## src/rtl/tmr_evt_pkg.sv

```systemverilog
// Shared address map and control-bit positions for the timer event controller.
package tmr_evt_pkg;
    localparam int unsigned A_CTRL    = 0;
    localparam int unsigned A_FLAG    = 1;
    localparam int unsigned A_FLAGCLR = 2;
    localparam int unsigned A_ENABLE  = 3;
    localparam int unsigned A_COUNT   = 4;
    localparam int unsigned A_TOPBUF  = 5;
    localparam int unsigned A_CC_BASE = 6;

    localparam int unsigned CB_DBGRUN = 0;
    localparam int unsigned CB_DMACLR = 1;
    localparam int unsigned CB_LVL    = 2;

    // Address of the capture value register of channel k
    function automatic int unsigned cc_val_addr(input int unsigned k);
        return A_CC_BASE + 2 * k;
    endfunction

    // Address of the capture buffer register of channel k
    function automatic int unsigned cc_buf_addr(input int unsigned k);
        return A_CC_BASE + 2 * k + 1;
    endfunction
endpackage

```

## src/rtl/tmr_evt_regs.sv

```systemverilog
// Register bus decode: control and enable registers, flag-clear strobes,
// DMA-clearing access strobes and registered read data.
// Assumes single-cycle rd/wr strobes and that the address map fits ADDR_W.
module tmr_evt_regs
    import tmr_evt_pkg::*;
#(
    parameter int NUM_CH = 3,
    parameter int ADDR_W = 4,
    parameter int DATA_W = 32,
    parameter int NFLAG  = 2 + 2 * NUM_CH,
    parameter int CTRL_W = 2 + NUM_CH,
    parameter int NREQ   = NUM_CH + 1
) (
    input  logic              clk,
    input  logic              rst_n,
    input  logic [ADDR_W-1:0] bus_addr,
    input  logic              bus_rd,
    input  logic              bus_wr,
    input  logic [DATA_W-1:0] bus_wdata,
    input  logic [NFLAG-1:0]  flags_i,
    output logic [CTRL_W-1:0] ctrl_o,
    output logic [NFLAG-1:0]  enable_o,
    output logic [NFLAG-1:0]  flag_clr_o,
    output logic [NREQ-1:0]   dma_acc_o,
    output logic [DATA_W-1:0] bus_rdata
);
    logic              any_acc;
    logic [DATA_W-1:0] rd_val;
    logic              unused_wdata;

    assign any_acc      = bus_rd | bus_wr;
    assign unused_wdata = ^bus_wdata;

    // Write-one-to-clear strobes for the flag bank
    assign flag_clr_o = (bus_wr && bus_addr == ADDR_W'(A_FLAGCLR)) ? bus_wdata[NFLAG-1:0] : '0;

    // Counter or top-buffer access clears the underflow/overflow request
    assign dma_acc_o[0] = any_acc && (bus_addr == ADDR_W'(A_COUNT) || bus_addr == ADDR_W'(A_TOPBUF));

    for (genvar k = 0; k < NUM_CH; k++) begin : g_acc
        // Capture value or buffer access of channel k clears its request
        assign dma_acc_o[k+1] = any_acc && (bus_addr == ADDR_W'(cc_val_addr(k)) ||
                                            bus_addr == ADDR_W'(cc_buf_addr(k)));
    end

    // Control and enable register writes
    always_ff @(posedge clk) begin
        if (!rst_n) begin
            ctrl_o   <= '0;
            enable_o <= '0;
        end else if (bus_wr) begin
            if (bus_addr == ADDR_W'(A_CTRL))   ctrl_o   <= bus_wdata[CTRL_W-1:0];
            if (bus_addr == ADDR_W'(A_ENABLE)) enable_o <= bus_wdata[NFLAG-1:0];
        end
    end

    // Read multiplexer
    always_comb begin
        rd_val = '0;
        if (bus_addr == ADDR_W'(A_CTRL))   rd_val = DATA_W'(ctrl_o);
        if (bus_addr == ADDR_W'(A_FLAG))   rd_val = DATA_W'(flags_i);
        if (bus_addr == ADDR_W'(A_ENABLE)) rd_val = DATA_W'(enable_o);
    end

    // Registered read data, held between reads
    always_ff @(posedge clk) begin
        if (!rst_n)      bus_rdata <= '0;
        else if (bus_rd) bus_rdata <= rd_val;
    end
endmodule

```

## src/rtl/tmr_evt_flags.sv

```systemverilog
// Sticky interrupt flag bank with write-one-to-clear and a registered
// combined interrupt. Assumes set_i is already gated for debug freeze.
module tmr_evt_flags #(
    parameter int NFLAG = 8
) (
    input  logic             clk,
    input  logic             rst_n,
    input  logic [NFLAG-1:0] set_i,
    input  logic [NFLAG-1:0] clr_i,
    input  logic [NFLAG-1:0] enable_i,
    output logic [NFLAG-1:0] flags_o,
    output logic             irq_o
);
    // Flag update: a set in the same cycle outranks a clear
    always_ff @(posedge clk) begin
        if (!rst_n) flags_o <= '0;
        else        flags_o <= (flags_o & ~clr_i) | set_i;
    end

    // Interrupt line from the current flags and enables
    always_ff @(posedge clk) begin
        if (!rst_n) irq_o <= 1'b0;
        else        irq_o <= |(flags_o & enable_i);
    end
endmodule

```

## src/rtl/tmr_evt_dma.sv

```systemverilog
// Per-source DMA request latches, cleared by a register access or,
// optionally, by the triggered DMA channel reporting active.
module tmr_evt_dma #(
    parameter int NREQ = 4
) (
    input  logic            clk,
    input  logic            rst_n,
    input  logic [NREQ-1:0] set_i,
    input  logic [NREQ-1:0] acc_i,
    input  logic [NREQ-1:0] active_i,
    input  logic            clr_on_act_i,
    output logic [NREQ-1:0] req_o
);
    for (genvar i = 0; i < NREQ; i++) begin : g_req
        // One request latch: set wins over either clear source
        always_ff @(posedge clk) begin
            if (!rst_n)                                     req_o[i] <= 1'b0;
            else if (set_i[i])                              req_o[i] <= 1'b1;
            else if (acc_i[i] || (clr_on_act_i && active_i[i])) req_o[i] <= 1'b0;
        end
    end
endmodule

```

## src/rtl/tmr_evt_out.sv

```systemverilog
// Event-bus output stage: registered one-cycle pulses, with a per-channel
// option to follow the compare output level instead.
module tmr_evt_out #(
    parameter int NUM_CH = 3
) (
    input  logic              clk,
    input  logic              rst_n,
    input  logic              uf_i,
    input  logic              of_i,
    input  logic [NUM_CH-1:0] cc_i,
    input  logic [NUM_CH-1:0] cmp_i,
    input  logic [NUM_CH-1:0] lvl_i,
    output logic              uf_o,
    output logic              of_o,
    output logic [NUM_CH-1:0] cc_o
);
    // Counter event pulses
    always_ff @(posedge clk) begin
        if (!rst_n) begin
            uf_o <= 1'b0;
            of_o <= 1'b0;
        end else begin
            uf_o <= uf_i;
            of_o <= of_i;
        end
    end

    for (genvar k = 0; k < NUM_CH; k++) begin : g_ch
        // Channel output: level copy or event pulse
        always_ff @(posedge clk) begin
            if (!rst_n) cc_o[k] <= 1'b0;
            else        cc_o[k] <= lvl_i[k] ? cmp_i[k] : cc_i[k];
        end
    end
endmodule

```

## src/rtl/tmr_evt_irq_dma.sv

```systemverilog
// Top of the timer event controller: gates event strobes for debug freeze,
// and feeds the flag bank, DMA request latches and event-bus stage.
// Assumes event strobes are one cycle wide and synchronous to clk.
module tmr_evt_irq_dma
    import tmr_evt_pkg::*;
#(
    parameter int NUM_CH = 3,
    parameter int ADDR_W = 4,
    parameter int DATA_W = 32
) (
    input  logic              clk,
    input  logic              rst_n,
    input  logic              dbg_halt,
    input  logic              evt_uf,
    input  logic              evt_of,
    input  logic [NUM_CH-1:0] evt_cc,
    input  logic [NUM_CH-1:0] evt_cbof,
    input  logic [NUM_CH-1:0] cmp_lvl,
    input  logic [NUM_CH:0]   dma_active,
    input  logic [ADDR_W-1:0] bus_addr,
    input  logic              bus_rd,
    input  logic              bus_wr,
    input  logic [DATA_W-1:0] bus_wdata,
    output logic [DATA_W-1:0] bus_rdata,
    output logic              irq,
    output logic [NUM_CH:0]   dma_req,
    output logic              evt_uf_o,
    output logic              evt_of_o,
    output logic [NUM_CH-1:0] evt_cc_o
);
    localparam int NFLAG  = 2 + 2 * NUM_CH;
    localparam int NREQ   = NUM_CH + 1;
    localparam int CTRL_W = 2 + NUM_CH;

    logic [CTRL_W-1:0] ctrl_q;
    logic [NFLAG-1:0]  enable_q;
    logic [NFLAG-1:0]  flags_q;
    logic [NFLAG-1:0]  flag_clr;
    logic [NREQ-1:0]   dma_acc;
    logic              ev_ok;
    logic [NFLAG-1:0]  ev_set;
    logic [NREQ-1:0]   dma_set;

    // Debug freeze gate on every incoming event
    assign ev_ok   = !dbg_halt || ctrl_q[CB_DBGRUN];
    assign ev_set  = ev_ok ? {evt_cbof, evt_cc, evt_of, evt_uf} : '0;
    assign dma_set = {ev_set[2 +: NUM_CH], ev_set[0] | ev_set[1]};

    tmr_evt_regs #(
        .NUM_CH(NUM_CH), .ADDR_W(ADDR_W), .DATA_W(DATA_W),
        .NFLAG(NFLAG), .CTRL_W(CTRL_W), .NREQ(NREQ)
    ) u_regs (
        .clk(clk), .rst_n(rst_n),
        .bus_addr(bus_addr), .bus_rd(bus_rd), .bus_wr(bus_wr), .bus_wdata(bus_wdata),
        .flags_i(flags_q), .ctrl_o(ctrl_q), .enable_o(enable_q),
        .flag_clr_o(flag_clr), .dma_acc_o(dma_acc), .bus_rdata(bus_rdata)
    );

    tmr_evt_flags #(.NFLAG(NFLAG)) u_flags (
        .clk(clk), .rst_n(rst_n), .set_i(ev_set), .clr_i(flag_clr),
        .enable_i(enable_q), .flags_o(flags_q), .irq_o(irq)
    );

    tmr_evt_dma #(.NREQ(NREQ)) u_dma (
        .clk(clk), .rst_n(rst_n), .set_i(dma_set), .acc_i(dma_acc),
        .active_i(dma_active), .clr_on_act_i(ctrl_q[CB_DMACLR]), .req_o(dma_req)
    );

    tmr_evt_out #(.NUM_CH(NUM_CH)) u_out (
        .clk(clk), .rst_n(rst_n), .uf_i(ev_set[0]), .of_i(ev_set[1]),
        .cc_i(ev_set[2 +: NUM_CH]), .cmp_i(cmp_lvl), .lvl_i(ctrl_q[CB_LVL +: NUM_CH]),
        .uf_o(evt_uf_o), .of_o(evt_of_o), .cc_o(evt_cc_o)
    );
endmodule

```

## config.mk

```make
export PLATFORM = sky130hd
export DESIGN_NAME = tmr_evt_irq_dma
export DESIGN_NICKNAME = d
export VERILOG_FILES = /design/src/rtl/tmr_evt_pkg.sv /design/src/rtl/tmr_evt_regs.sv /design/src/rtl/tmr_evt_flags.sv /design/src/rtl/tmr_evt_dma.sv /design/src/rtl/tmr_evt_out.sv /design/src/rtl/tmr_evt_irq_dma.sv
export SDC_FILE = /design/constraint.sdc
export NUM_CORES = 1
export LEC_CHECK = 0
export ABC_AREA = 1
export CAP_MARGIN = 20
export CORE_MARGIN = 4
export CORE_UTILIZATION = 44
export CTS_BUF_LIST = sky130_fd_sc_hd__clkbuf_4
export CTS_CLUSTER_SIZE = 20
export DETAILED_ROUTE_END_ITERATION = 10
export GPL_TIMING_DRIVEN = 0
export PLACE_DENSITY = 0.85
export SKIP_LAST_GASP = 1
export SLEW_MARGIN = 20
export SYNTH_ARGS = -nofsm -noshare
export SYNTH_HDL_FRONTEND = slang
export SYNTH_SLANG_ARGS = --single-unit
```

## constraint.sdc

```tcl
create_clock -name clk -period 1.5 [get_ports clk]
set_clock_uncertainty 0.05 [all_clocks]
set_input_delay 0.225 -clock clk [delete_from_list [all_inputs] [get_ports clk]]
set_output_delay 0.225 -clock clk [all_outputs]
set_load 0.1 [all_outputs]
```

==> metrics.md, run 1 <==
| Metric | Value |
|---|---|
| Int Pwr | `between 1000 and 1500 µW` |
| CTS Root Cell | `clkbuf_4` |
| Seq/Total Area, Yosys | `between 40 and 50%` |
| Clk Latency, worst-skew pair | `0.35 ns` |
| DRT iter0 DRCs | `between 100 and 150` |
| Grt total ovfl | `0` |
| Largest net degree at the start of global routing | `13` |
| Placer Congestion | `slightly above 0.9` |
| Number of global-route vias before repair | `approximately 1800` |
| Max-cap violation count | `0` |
| Die Ht | `roughly 74 µm` |
| # clock sinks | `39` |
| Setup Viol. Count Final | `0` |
| Yosys top cell area share | `roughly two fifths` |
| Status | `finished clean` |
| Final non-filler cell total | `398` |
| Wire length per cell | `about 12 µm` |
| DP Cell Count | `390` |
| Inserted Diodes | `0` |
| P_leak | `~0.0012 µW` |
| Synth Area in XOR/XNOR | `0%` |
| Yosys top cell by area | `dfxtp_1` |
| Pins over their slew limit | `0` |
| Router iterations before antenna repair | `4` |
| Async S/R FF share, synth | `0%` |
| Area delta synth->final | `31.8%` |
| Most Crowded Layer GR | `met2` |
| CTS Buf Count | `5` |
| Distinct cells, synth | `20` |
| Sequential power share | `46.4%` |
| Port bufs | `48` |
| CP Data Required Time | `~1.7 ns` |
| Via count | `around 1900` |
| Logic gate share of total power | `about a third` |
| Crit-path max FO | `10` |
| Fin. Hold Viols | `0` |
| Ranking of synthesized cells by area | `dfxtp_1, nand2_1, buf_4, nand3_1, a21oi_1` |
| Global-route usage over all layers | `a little under a fifth` |
| Clock power frac | `a little over a fifth` |
| Synth Instances | `between 200 and 300` |
| Top_reg_cell synth | `dfxtp_1` |
| Post-Synth Simple-Gate Area | `a little over a quarter` |
| Synth warn | `0` |
| #FFs+latches synth | `39` |
| Adder-cell share of the synthesized area | `0%` |
| Synthesized area | `between 1500 and 2000 µm²` |
| Mux contribution to synthesized area | `0%` |
| Core Box Area | `about 4000 µm²` |
| Max frequency | `a little under 700 MHz` |
| Antenna Nets Post-Route | `0` |
| RSZ-0062 raised after global routing | `no` |
| Vias/cell | `approximately 4.8` |
| Crit. End Element | `flip-flop` |
| # fillers | `401` |
| Met3 usage | `between 3 and 4%` |
| Worst EP arrival | `1.65 ns` |
| Drc violations | `0` |
| Register area | `roughly 780 µm²` |
| Avg Inst Size Synth | `7.05 µm²` |
| Number of synthesized flops with an enable pin | `0` |
| Nets | `403` |
| Cts hold-fix bufs | `0` |
| Synth cell count leaders | `nand2_1, dfxtp_1, nand3_1` |
| Final core occ | `between 60% and 70%` |
| Initial antenna violation count | `0` |
| Peak supply drop | `between 0.0004 and 0.0005 V` |
| Crit Path Category | `in2reg` |
| Tmin final | `between 1 and 1.5 ns` |
| Top Ports | `98` |
| Routing usage on met1 | `between 20% and 30%` |
| GRT met2 Usage | `33.5%` |
| WL final | `just under 5000 µm` |
| Switching Share | `roughly two fifths` |
| Synth Area in Compound Gates | `approximately 14%` |
| # rows | `23` |
| Largest family of logic cells by synthesized area | `simple AND/OR/NAND/NOR gates` |
| Area of the multi-input gates | `867 µm²` |
| Max clock buf depth | `2` |
| Psw | `between 900 and 1000 µW` |
| PD cells | `about 960 nW/µm²` |
| Final worst path period share | `a little over nine tenths` |
| CTS HTree Levels | `2` |
| Hold Crit Class | `in2reg` |
| Clock transition at path regs | `between 0.1 and 0.15 ns` |
| Global-route wire length before repair | `approximately 8000 µm` |
| Layout cells sized above 1 | `between 15 and 20%` |
| Cell with the most instances after synthesis | `nand2_1` |
| TritonCTS clock tree | `done` |
| Detail Placement HPWL | `about 3800 µm` |
| Worst setup SP type | `primary input` |
| Initial core utilization | `about 46%` |
| Die ar. | `roughly 5400 µm²` |
| Die X | `between 70 and 80 µm` |
[metal layers]
layer / share of wire (%) / routed length (µm)
met1: 40 / 1940
met2: 49 / 2390
met4: 2.3 / 113
met5: 0 / 0
met3: 9.0 / 437
[cells by family after synthesis]
kind of cell,Yosys count
flip-flops,39
AND/OR/NAND/NOR,112
buffers and inverters,64
other,1
AO/OA/AOI/OAI,53
[final cells by class]
class / count / area share (%)
inverter: 33 / 4.96
sequential: 39 / 31.2
clock buffer: 5 / 1.50
timing repair buffer: 48 / 15.7
tap: 50 / 2.50
clock inverter: 3 / 0.601
buffer: 31 / 8.76
multi-input combinational: 189 / 34.7
[sequential cells by signal, indices dropped and copies added (netlist names)]
name              cells
u_out.of_o            1
u_regs.bus_rdata      8
u_out.uf_o            1
u_regs.ctrl_o         5
u_flags.flags_o       8
u_regs.enable_o       8
u_flags.irq_o         1
u_dma.req_o           4
u_out.cc_o            3
[critical path, stage by stage]
cell	delay, ns
clkdlybuf4s50_1	0.50
nor2_4	0.30
nand3_2	0.24
o21ai_0	0.30
a21oi_1	0.08
[power by group through the flow]
| stage | logic (µW) | registers, µW | clock network (µW) |
|---|---|---|---|
| 2_1_floorplan | 438 | 1300 | 0 |
| 3_3_place_gp | 775 | 1130 | 0 |
| 3_5_place_dp | 781 | 1130 | 0 |
| 4_1_cts | 766 | 1110 | 524 |
| 5_1_grt | 806 | 1120 | 572 |
| 6_report | 766 | 1110 | 517 |
[per-stage QoR]
step | TNS (ns) | setup slack, ns | power (µW) | hold slack (ns) | cell area, µm²
3_3_place_gp | -12.28 | -0.383 | 1910 | 0.406 | 2520
3_5_place_dp | -13.52 | -0.453 | 1910 | 0.414 | 2520
2_1_floorplan | 0 | 0.168 | 1730 | 0.313 | 1980
6_report | 0 | 0.0353 | 2390 | 0.285 | 2500
5_1_grt | 0 | 0.0147 | 2500 | 0.292 | 2500
4_1_cts | -0.0543 | -0.0543 | 2400 | 0.261 | 2530
[cell usage in the layout (no fill, tap or decap)]
master,count
clkbuf_4,5
nor2_2,1
clkdlybuf4s50_1,29
a22o_1,1
nand2_2,2
o21ai_1,3
clkbuf_1,3
buf_4,25
conb_1,24
nor3_1,1
buf_6,1
nand3_1,35
inv_1,33
o21ai_0,17
nor2_4,2
nor2_1,14
a21oi_1,32
dlymetal6s2s_1,1
dfxtp_1,39
nand4_1,2
buf_2,18
nand3_2,2
or2_2,1
clkbuf_2,1
buf_1,1
nand2_1,52
clkinv_2,3
[what timing repair did]
action	in CTS	in global routing
setup buffers	0	0
resized for setup	83	13
pin swaps	0	0
endpoints found under the setup margin	30	20
[worst paths after layout]
check | start | endpoint | slack, ns | cells after the start
max reg2reg | u_regs.ctrl_o[0]$_SDFFE_PN0P_ | u_dma.req_o[0]$_SDFFE_PN0P_ | 0.34 | 6
min reg2reg | u_regs.enable_o[0]$_SDFFE_PN0P_ | u_regs.enable_o[0]$_SDFFE_PN0P_ | 0.43 | 2
min | bus_wr | u_regs.enable_o[7]$_SDFFE_PN0P_ | 0.29 | 3
max | bus_addr[3] | u_regs.ctrl_o[1]$_SDFFE_PN0P_ | 0.04 | 5
No activity file was read; power rests on OpenSTA's default activity.
==> run 2: changes to the inputs <==
--- a/config.mk
+++ b/config.mk
@@ -19,3 +19,4 @@
 export SYNTH_ARGS = -nofsm -noshare
 export SYNTH_HDL_FRONTEND = slang
 export SYNTH_SLANG_ARGS = --single-unit
+export TNS_END_PERCENT = 30
==> run 2 against run 1 <==
Net effect: the run now ends with setup timing left; largest power group unchanged; clock power decreased by 1%; via count increased by 0.42%; first-iteration DRC count decreased by 6.9%.
==> metrics.md, run 2 (synthesis gave the netlist of run 1 again) <==
| Metric | Value |
|---|---|
| Inserted Diodes | `0` |
| # fillers | `390` |
| CTS Root Cell | `clkbuf_4` |
| Clock power frac | `approximately a fifth` |
| Largest net degree at the start of global routing | `13` |
| CP cell instances | `clkdlybuf4s15_2` |
| Worst EP arrival | `roughly 1.3 ns` |
| Hold Crit Class | `in2reg` |
| Crit. End Element | `primary output` |
| Switching Share | `39.7%` |
| Total Power | `~2400 µW` |
| Max-cap violation count | `0` |
| R2R Setup Slk | `0.34 ns` |
| Register area | `slightly below 800 µm²` |
| Slew Limit Headroom | `63.3%` |
| Initial core utilization | `a little under half` |
| Most frequent cells in the layout | `nand2_1, dfxtp_1, nand3_1` |
| Drc violations | `0` |
| RSZ-0062 raised after global routing | `yes` |
| Placer Congestion | `slightly above 0.9` |
| Max clock buf depth | `2` |
| Clock transition at path regs | `0.11 ns` |
| Core Box Area | `approximately 4100 µm²` |
| DRT iter0 DRCs | `~120` |
| Postcts setup bufs | `0` |
| Logic gate share of total power | `roughly 32%` |
| Status | `complete, but fails checks` |
| Setup WS post-layout | `-0.0389 ns` |
| Global-route usage over all layers | `19.0%` |
| Critical path depth in cells | `1` |
| # clock sinks | `39` |
| Grt total ovfl | `0` |
| Router iterations before antenna repair | `4` |
| Worst setup SP type | `flip-flop` |
| R2R Path Start | `u_regs.ctrl_o[0]$_SDFFE_PN0P_` |
| Peak supply drop | `0.000469 V` |
| TritonCTS clock tree | `done` |
| Vias/cell | `4.77` |
| Setup Viol. Count Final | `7` |
| Final worst path period share | `103%` |
| Crit Path Category | `reg2out` |
| Initial antenna violation count | `0` |
| Die X | `between 70 and 80 µm` |
| Fin. Hold Viols | `0` |
| # rows | `23` |
| Layout cells sized above 1 | `17.2%` |
| Area of the multi-input gates | `slightly below 900 µm²` |
| Area delta synth->final | `34.7%` |
| CTS HTree Levels | `2` |
| Sequential power share | `between 40 and 50%` |
| Worst slew pin tran | `approximately 0.55 ns` |
| Global-route wire length before repair | `between 7000 and 8000 µm` |
| Register-to-Register Path Depth | `6` |
| P_leak | `roughly 0.0012 µW` |
| WL final | `~5000 µm` |
| Die ar. | `~5400 µm²` |
| Worst setup startpoint | `u_regs.bus_rdata[7]$_SDFFE_PN0P_` |
| Hold path endpoint | `u_regs.enable_o[7]$_SDFFE_PN0P_` |
| Tmin final | `1.54 ns` |
| Pins over their slew limit | `0` |
| Port bufs | `between 40 and 50` |
| Min Hold Slack | `~0.28 ns` |
| Clk Latency, worst-skew pair | `approximately 0.35 ns` |
| Hold Crit Start | `bus_wr` |
| Nets | `403` |
| Worst path bufs/invs | `1` |
| CP Data Required Time | `between 1 and 1.5 ns` |
| Top Ports | `98` |
| Psw | `952 µW` |
| Family with the most delay on the worst path | `buffers and inverters` |
| Commonest non-fill, non-tap cell in the layout | `nand2_1` |
| Antenna Nets Post-Route | `0` |
| Hold depth | `3` |
| Wire length per cell | `~12 µm` |
| Max frequency | `about 650 MHz` |
| Post-route setup TNS | `-0.120 ns` |
| Largest regs | `u_flags.flags_o (8), u_regs.bus_rdata (8), u_regs.enable_o (8)` |
| Worst stage delay on the critical path | `~0.56 ns` |
| Number of global-route vias before repair | `~1800` |
| Crit-path max FO | `2` |
| PD cells | `938 nW/µm²` |
| CTS Buf Count | `5` |
| Via count | `1900` |
| Detail Placement HPWL | `3800 µm` |
| Failing checks | `setup timing` |
| Die Ht | `~74 µm` |
| Int Pwr | `between 1000 and 1500 µW` |
| Slowest CP cell | `clkdlybuf4s15_2` |
| R2R Path End | `u_dma.req_o[0]$_SDFFE_PN0P_` |
[run 2: repair_timing]
| action | CTS | global route |
|---|---|---|
| gates cloned | 0 | 0 |
| gates resized for setup | 69 | 5 |
| setup endpoints to repair | 30 | 24 |
| hold buffers | 0 | 0 |
[run 2: layer usage]
metal,track usage (%),vias up,wire (µm)
met4,7.85,0,125
met1,22.5,841,1980
met2,33.6,73,2420
li1,-,974,-
met5,0,-,0
met3,3.28,12,365
[run 2: worst max path at each step]
stage and end:
2_1_floorplan u_regs.bus_rdata[7]$_SDFFE_PN0P_, 3_3_place_gp u_flags.flags_o[2]$_SDFF_PN0_, 3_5_place_dp u_regs.ctrl_o[1]$_SDFFE_PN0P_, 4_1_cts evt_of_o, 5_1_grt bus_rdata[7], 6_report bus_rdata[7]
[run 2: final cells by class]
type | count | share of cell area [%]
plain buffers | 31 | 8.53
clock inverters | 3 | 0.588
inverters | 33 | 4.85
multi-input cells | 189 | 34.0
repair buffers | 48 | 17.6
clock buffers | 5 | 1.47
well taps | 50 | 2.45
flip-flops and latches | 39 | 30.6
[run 2: stage by stage]
stage | util [%] | setup WS (ns) | instances | area, µm²
global route | 62.5 | -0.113 | 398 | 2550
finish | 62.5 | -0.0389 | 398 | 2550
CTS | 62.4 | -0.256 | 398 | 2550
floorplan | - | 0.168 | 292 | 1980
detailed placement | 61.8 | -0.453 | 390 | 2520
global placement | 61.8 | -0.383 | 390 | 2520
[run 2: power by group through the flow]
stage	Clock [µW]	Combinational [µW]	Sequential [µW]
after floorplan	0	438	1300
after global placement	0	775	1130
after detailed placement	0	781	1130
after CTS	524	767	1110
after global routing	572	812	1120
final	512	772	1110
